<file path="src/rtl/pixfmt_pkg.sv">
`timescale 1ns/1ps
package pixfmt_pkg;
  localparam int PIX_W = 8;
  localparam int NCH   = 3;
  localparam int BUS_W = PIX_W * NCH;

  // one pixel slot travelling down the pipeline
  typedef struct packed {
    logic [BUS_W-1:0] pix;   // {red, green, blue}
    logic             hs;    // normalised (active-high) sync
    logic             odd;   // pixel index parity within the line
    logic             dual;  // format latched for this line
    logic             intl;  // interleaved timing latched for this line
  } slot_t;

  function automatic logic sync_norm(input logic raw, input logic act_low);
    return raw ^ act_low;
  endfunction

  function automatic logic lead_edge(input logic prev, input logic cur);
    return cur & ~prev;
  endfunction

  function automatic logic next_parity(input logic lead, input logic prev_odd);
    return lead ? 1'b0 : ~prev_odd;
  endfunction
endpackage

</file>
<file path="src/rtl/pixfmt_capture.sv">
`timescale 1ns/1ps
module pixfmt_capture
  import pixfmt_pkg::*;
(
  input  logic             clk,
  input  logic             rst_n,
  input  logic [BUS_W-1:0] pix_in,
  input  logic             hs_raw,
  input  logic             hs_act_low,
  input  logic             cfg_dual,
  input  logic             cfg_intl,
  output slot_t            cap_q
);
  logic hs_n, hs_prev, lead_evt;
  logic act_dual, act_intl;

  assign hs_n     = sync_norm(hs_raw, hs_act_low);
  assign lead_evt = lead_edge(hs_prev, hs_n);

  always_ff @(posedge clk or negedge rst_n) begin
    if (!rst_n) begin
      hs_prev  <= 1'b0;
      act_dual <= 1'b0;
      act_intl <= 1'b0;
      cap_q    <= '0;
    end else begin
      hs_prev    <= hs_n;
      if (lead_evt) begin
        act_dual <= cfg_dual;
        act_intl <= cfg_intl;
      end
      cap_q.pix  <= pix_in;
      cap_q.hs   <= hs_n;
      cap_q.odd  <= next_parity(lead_evt, cap_q.odd);
      cap_q.dual <= lead_evt ? cfg_dual : act_dual;
      cap_q.intl <= lead_evt ? cfg_intl : act_intl;
    end
  end

  // format latch moves only on a sync leading edge
  assert_mode_hold_R11: assert property (@(posedge clk) disable iff (!rst_n)
    !lead_evt |=> ($stable(act_dual) && $stable(act_intl)));

  // parity alternates between leading edges
  assert_parity_alt_R3: assert property (@(posedge clk) disable iff (!rst_n)
    !lead_evt |=> (cap_q.odd != $past(cap_q.odd)));
endmodule

</file>
<file path="src/rtl/pixfmt_delay.sv">
`timescale 1ns/1ps
module pixfmt_delay
  import pixfmt_pkg::*;
#(
  parameter int TAP_LO = 4
) (
  input  logic  clk,
  input  logic  rst_n,
  input  slot_t d_in,
  output slot_t tap_lo,
  output slot_t tap_hi
);
  localparam int DEPTH = TAP_LO + 1;

  slot_t [DEPTH:1] st;

  always_ff @(posedge clk or negedge rst_n) begin
    if (!rst_n) begin
      st <= '0;
    end else begin
      st[1] <= d_in;
      for (int k = 2; k <= DEPTH; k++) st[k] <= st[k-1];
    end
  end

  if (TAP_LO == 0) begin : g_tap_direct
    assign tap_lo = d_in;
  end else begin : g_tap_stage
    assign tap_lo = st[TAP_LO];
  end
  assign tap_hi = st[DEPTH];
endmodule

</file>
<file path="src/rtl/pixfmt_port_mux.sv">
`timescale 1ns/1ps
module pixfmt_port_mux
  import pixfmt_pkg::*;
(
  input  logic             clk,
  input  logic             rst_n,
  input  slot_t            lo,      // newer tap
  input  slot_t            hi,      // one sampling clock older
  output logic [BUS_W-1:0] porta_d,
  output logic [BUS_W-1:0] portb_d,
  output logic             out_dual,
  output logic             dhalf,
  output logic             hs_q
);
  // named load events
  logic single_ld, par_ld, il_a, il_b;
  logic a_load, b_load, dual_a_ld;
  logic [BUS_W-1:0] a_src, b_src;

  always_comb begin
    single_ld = ~lo.dual;
    par_ld    = lo.dual & ~lo.intl & lo.odd;
    il_a      = hi.dual & hi.intl & ~hi.odd;
    il_b      = hi.dual & hi.intl & hi.odd;
    a_load    = single_ld | par_ld | il_a;
    b_load    = par_ld | il_b;
    dual_a_ld = par_ld | il_a;
    // the newer line wins where two rules meet at a boundary
    if (single_ld)   a_src = lo.pix;
    else             a_src = hi.pix;
    if (par_ld)      b_src = lo.pix;
    else             b_src = hi.pix;
  end

  always_ff @(posedge clk or negedge rst_n) begin
    if (!rst_n) begin
      porta_d  <= '0;
      portb_d  <= '0;
      out_dual <= 1'b0;
      dhalf    <= 1'b0;
      hs_q     <= 1'b0;
    end else begin
      if (a_load) porta_d <= a_src;
      if (b_load) portb_d <= b_src;
      out_dual <= lo.dual;
      dhalf    <= ~dual_a_ld;
      hs_q     <= lo.dual ? hi.hs : lo.hs;
    end
  end

  assert_single_path_R2: assert property (@(posedge clk) disable iff (!rst_n)
    !lo.dual |=> (porta_d == $past(lo.pix)));

  assert_par_pair_R4: assert property (@(posedge clk) disable iff (!rst_n)
    par_ld |=> ((porta_d == $past(hi.pix)) && (portb_d == $past(lo.pix))));

  assert_intl_b_follows_R5: assert property (@(posedge clk) disable iff (!rst_n)
    il_b |-> $past(il_a));
endmodule

</file>
<file path="src/rtl/pixel_port_formatter.sv">
`timescale 1ns/1ps
module pixel_port_formatter
  import pixfmt_pkg::*;
#(
  parameter int LAT_SINGLE = 5
) (
  input  logic             clk,
  input  logic             rst_n,
  input  logic [PIX_W-1:0] pix_r,
  input  logic [PIX_W-1:0] pix_g,
  input  logic [PIX_W-1:0] pix_b,
  input  logic             hs_in,
  input  logic             hs_active_low,
  input  logic             cfg_dual,
  input  logic             cfg_interleave,
  input  logic             pwr_down,
  output logic [PIX_W-1:0] porta_r,
  output logic [PIX_W-1:0] porta_g,
  output logic [PIX_W-1:0] porta_b,
  output logic [PIX_W-1:0] portb_r,
  output logic [PIX_W-1:0] portb_g,
  output logic [PIX_W-1:0] portb_b,
  output logic             porta_oe,
  output logic             portb_oe,
  output logic             hs_out,
  output logic             hs_oe,
  output logic             dclk,
  output logic             dclk_n
);
  // capture register is one stage; the output register is another
  localparam int TAP_LO = LAT_SINGLE - 1;

  slot_t            cap_q, tap_lo, tap_hi;
  logic [BUS_W-1:0] porta_d, portb_d;
  logic             out_dual, dhalf, hs_q;

  pixfmt_capture u_cap (
    .clk        (clk),
    .rst_n      (rst_n),
    .pix_in     ({pix_r, pix_g, pix_b}),
    .hs_raw     (hs_in),
    .hs_act_low (hs_active_low),
    .cfg_dual   (cfg_dual),
    .cfg_intl   (cfg_interleave),
    .cap_q      (cap_q)
  );

  pixfmt_delay #(.TAP_LO(TAP_LO)) u_dly (
    .clk    (clk),
    .rst_n  (rst_n),
    .d_in   (cap_q),
    .tap_lo (tap_lo),
    .tap_hi (tap_hi)
  );

  pixfmt_port_mux u_mux (
    .clk      (clk),
    .rst_n    (rst_n),
    .lo       (tap_lo),
    .hi       (tap_hi),
    .porta_d  (porta_d),
    .portb_d  (portb_d),
    .out_dual (out_dual),
    .dhalf    (dhalf),
    .hs_q     (hs_q)
  );

  assign {porta_r, porta_g, porta_b} = porta_d;
  assign {portb_r, portb_g, portb_b} = portb_d;
  assign porta_oe = ~pwr_down;
  assign portb_oe = out_dual & ~pwr_down;
  assign hs_oe    = ~pwr_down;
  assign hs_out   = hs_q;
  assign dclk     = out_dual ? dhalf : ~clk;
  assign dclk_n   = ~dclk;

  assert_pd_quiet_R7: assert property (@(posedge clk) disable iff (!rst_n)
    pwr_down |-> (!porta_oe && !portb_oe && !hs_oe));
endmodule

</file>
<file path="config.mk">
export PLATFORM = sky130hd
export DESIGN_NAME = pixel_port_formatter
export DESIGN_NICKNAME = d
export VERILOG_FILES = /design/src/rtl/pixfmt_pkg.sv /design/src/rtl/pixfmt_capture.sv /design/src/rtl/pixfmt_delay.sv /design/src/rtl/pixfmt_port_mux.sv /design/src/rtl/pixel_port_formatter.sv
export SDC_FILE = /design/constraint.sdc
export NUM_CORES = 1
export LEC_CHECK = 0
export ABC_AREA = 1
export BUFFER_PORTS_ARGS = -buffer_cell sky130_fd_sc_hd__buf_2
export CAP_MARGIN = 15
export CORE_MARGIN = 10
export CORE_UTILIZATION = 40
export DETAILED_ROUTE_END_ITERATION = 7
export GPL_ROUTABILITY_DRIVEN = 0
export SLEW_MARGIN = 20
export SYNTH_ARGS = -nofsm -noshare
export SYNTH_HDL_FRONTEND = slang
export SYNTH_HIERARCHICAL = 1
export SYNTH_SLANG_ARGS = --single-unit
</file>
<file path="constraint.sdc">
create_clock -name clk -period 1.4 [get_ports clk]
set_input_delay 0.14 -clock clk [delete_from_list [all_inputs] [get_ports clk]]
set_output_delay 0.14 -clock clk [all_outputs]
set_load 0.005 [all_outputs]
</file>
### After elaboration in Yosys (flattened, before gate mapping)

Cells that the tools add are included.

| operators by class | value |
|---|---|
| bitwise gates (word level) | 21 |
| multiplexer cells | 6 |

Operators with widths:

| operator | number |
|---|---|
| 24-bit 2-to-1 mux | 2 |
| 1-bit inverter | 9 |
| 1-bit bitwise AND | 7 |
| 1-bit 2-to-1 mux | 4 |
| 1-bit OR | 4 |
| 1-bit bitwise XOR | 1 |

| storage, ports and cells | value |
|---|---|
| output and inout bits | 54 |
| word-level logic and storage cells | 61 |
| bits of input ports | 31 |
| register bits | 218 |

### Depth between registers and ports, before layout

| depth | value |
|---|---|
| word-level depth | 5 |
| gate-level depth with buffers | 8 |
| depth with buffers taken out | 5 |

### Modules after synthesis

Netlist, hierarchy kept.

By module, submodules not included:

| module | seq. area each (µm²) | times used | area an instance (µm²) | cells an instance |
|---|---|---|---|---|
| pixfmt_delay | 3,503.4 | 1 | 3,923.8 | 196 |
| pixfmt_port_mux | 1,276.2 | 1 | 2,711.4 | 377 |
| pixfmt_capture | 700.7 | 1 | 800.8 | 47 |
| pixel_port_formatter | 0.0 | 1 | 42.5 | 10 |

==> impl_metrics.json <==
{
  "start_util": 0.412,
  "drcViolationCount": 0,
  "r2r_cells": 4,
  "coreArea_um2": 18100,
  "p_int_mw": 11.9,
  "instances_no_fill": 958,
  "p_total_mw": 16.1,
  "num_vias": 4378,
  "synth_cell_types": 18,
  "finalSetupTns_ps": -12.3,
  "critical_path.slowest_cell": "dfrtp_1",
  "wl_um": 14100,
  "worst_slack_ps": -12.3,
  "synth_largest_area_cell": "dfrtp_1",
  "fmax_ghz": 0.708,
  "hold_class": "input port to asynchronous set/reset pin",
  "path_class": "flop to output port",
  "num_io_pins": 85,
  "maxSlewViolCount": 0,
  "synth-seq-cells": 219,
  "crit_family": "flip-flops",
  "ys_top_cells_by_area": "dfrtp_1 (73%), nand2_1 (7.9%), buf_4 (6.9%), nand3_1 (5.0%), inv_1 (2.9%)",
  "synth_nets": 661,
  "slew_headroom": 0.710,
  "finalCritPeriodShare": 1.01,
  "pwr-share-comb": 0.143,
  "cts_tree": "yes",
  "nets": 744,
  "post-place-ws_ps": 59.2,
  "area_growth_pct": 19.7,
  "synth_top_area_frac": 0.733,
  "dp_cells": 882,
  "grt_pass1_wl_um": 23600,
  "antennaDiodeCount": 0,
  "grt_use_total": 0.121,
  "crit_path_start_kind": "flop",
  "p_seq_frac": 0.476,
  "wl_per_cell_um": 14.8,
  "clock_skew_ps": 9.72,
  "syn_inst": 630,
  "p_per_area_nw_per_um2": 1790,
  "avgViaCountPerCell": 4.57,
  "maxCapViolCount": 0,
  "rsz0062_at_grt": "yes",
  "fp.dieH_um": 157,
  "hold_ws_ps": 60.7,
  "antenna_left": 0,
  "yosysSeqAreaShare": 0.733,
  "crit_buf_inv": 2,
  "grt_max_degree": 54,
  "die_area_um2": 24600,
  "fp-row-count": 49,
  "crit_top_cell": "nand2_1",
  "first_global_vias": 4739,
  "port_buffers": 84,
  "overflow": 0,
  "ys.warnings.count": 6,
  "critPathArrivalTime_ps": 1270,
  "swShare": 0.258,
  "leakagePower_nw": 4.55,
  "avgSynthCellArea_um2": 11.9,
  "worstMarginPinSlew_ps": 435,
  "hold_viol": 0,
  "status": "complete, but fails checks",
  "setup_viol": 2,
  "drt_first_pass_iters": 4,
  "violations": "negative setup slack",
  "placed_area_um2": 7830,
  "antenna_found_initial": 0,
  "power_switching_mw": 4.15,
  "synth_area_um2": 7480,
  "worstPathCellList": "inv_1 -> nand2_1 -> nand2_1 -> buf_2",
  "ir_drop_mv": 0.913,
  "dpl.hpwl_um": 9250,
  "clock_latency_ps": 600,
  "rr_startpoint": "u_cap/hs_prev",
  "fp.dieW_um": 157,
  "utilization": 0.493,
  "drtIter0Drc": 196,
  "required_ps": 1260,
  "max_stage_delay_ps": 400,
  "rr_endpoint": "u_cap/cap_q[0]",
  "drive_above_1_share": 0.211,
  "worstSetupEndpointType": "output port",
  "cp_max_fo": 4,
  "p_clk_frac": 0.381,
  "cts.clk_slew.worst_paths_ps": 60,
  "min_period_ps": 1410,
  "final_area_um2": 8950,
  "ff2ff_setup_slack_ps": 90
}
-- layout by cell type (no fill, tap or decap), types with 2 or more instances in the layout --
cell,count
nand4_1,2
dfrtp_1,219
dlygate4sd3_1,32
buf_2,83
nand3_2,2
nand3_1,74
clkbuf_16,27
inv_2,2
clkinv_2,5
o21ai_0,24
buf_4,17
nand2_1,158
clkbuf_8,4
inv_1,57
nand2_2,2
clkinvlp_4,2
clkbuf_1,6
buf_12,5
-- area by class of cell --
cell class	count	area, µm²
Clock buffer	39	763
Clock inverter	7	40.0
Fill cell	1582	9200
Inverter	59	221
Multi-Input combinational cell	269	1190
Sequential cell	219	5480
Tap cell	229	287
Timing Repair Buffer	136	968
-- kinds of logic after synthesis --
logic type / share of synthesized area
and+or+nand+nor: 0.139
DFF: 0.733
buffers and inverters: 0.109
AOI/OAI and AO/OA: 0.0197
-- metal layers --
layer  GRT usage  vias up  wire length (µm)
met5           0        -                 0
met3      0.0450       26              1210
met4      0.0508        0               310
met1       0.137     2167              5670
met2       0.201      122              6950
li1            -     2063                 -
-- cell usage after synthesis, drive strengths merged --
cell type,count
nand2,161
dfrtp,219
inv,59
a31oi,1
buf,76
o21ai,25
nor2,2
nand4,2
a21oi,1
and2,1
nand3,76
clkbuf,7
-- flip-flops by register name (all words and copies together) (netlist names) --
| name | cells |
|---|---|
| u_mux/portb_d | 24 |
| u_mux/out_dual | 1 |
| u_mux/dhalf | 1 |
| u_dly/st | 84 |
| u_cap/hs_prev | 1 |
| u_dly/tap_hi | 28 |
| u_cap/cap_q | 27 |
| u_mux/porta_d | 24 |
| u_dly/tap_lo | 28 |
| u_mux/hs_q | 1 |
-- power groups by stage --
stage,registers [mW],clock network (mW),logic (mW)
floorplan,7.71,0.0338,1.21
global placement,7.72,0.0670,2.22
detailed placement,7.77,0.0670,2.28
CTS,7.66,6.31,2.36
global route,7.74,6.64,2.61
finish,7.64,6.12,2.30
-- repair_timing --
action / CTS / global route
buffers inserted: 0 / 0
cloned: 0 / 0
hold buffers: 32 / 0
gates resized for setup: 1 / 1
hold endpoints to repair: 247 / 0
endpoints found under the setup margin: 4 / 29
-- worst max-delay path by stage --
stage / startpoint / end / slack (ps) / cells past startpoint
global placement: u_dly/tap_lo[0] / u_mux/porta_d[7] / 120 / 5
global route: u_mux/out_dual / dclk_n / -100 / 4
detailed placement: u_dly/tap_lo[0] / u_mux/porta_d[20] / 60 / 5
finish: u_mux/out_dual / dclk_n / -10 / 4
floorplan: u_dly/tap_lo[1] / u_mux/porta_d[2] / 130 / 8
CTS: u_mux/out_dual / dclk_n / -40 / 4
(Power assumes the default switching activity.)
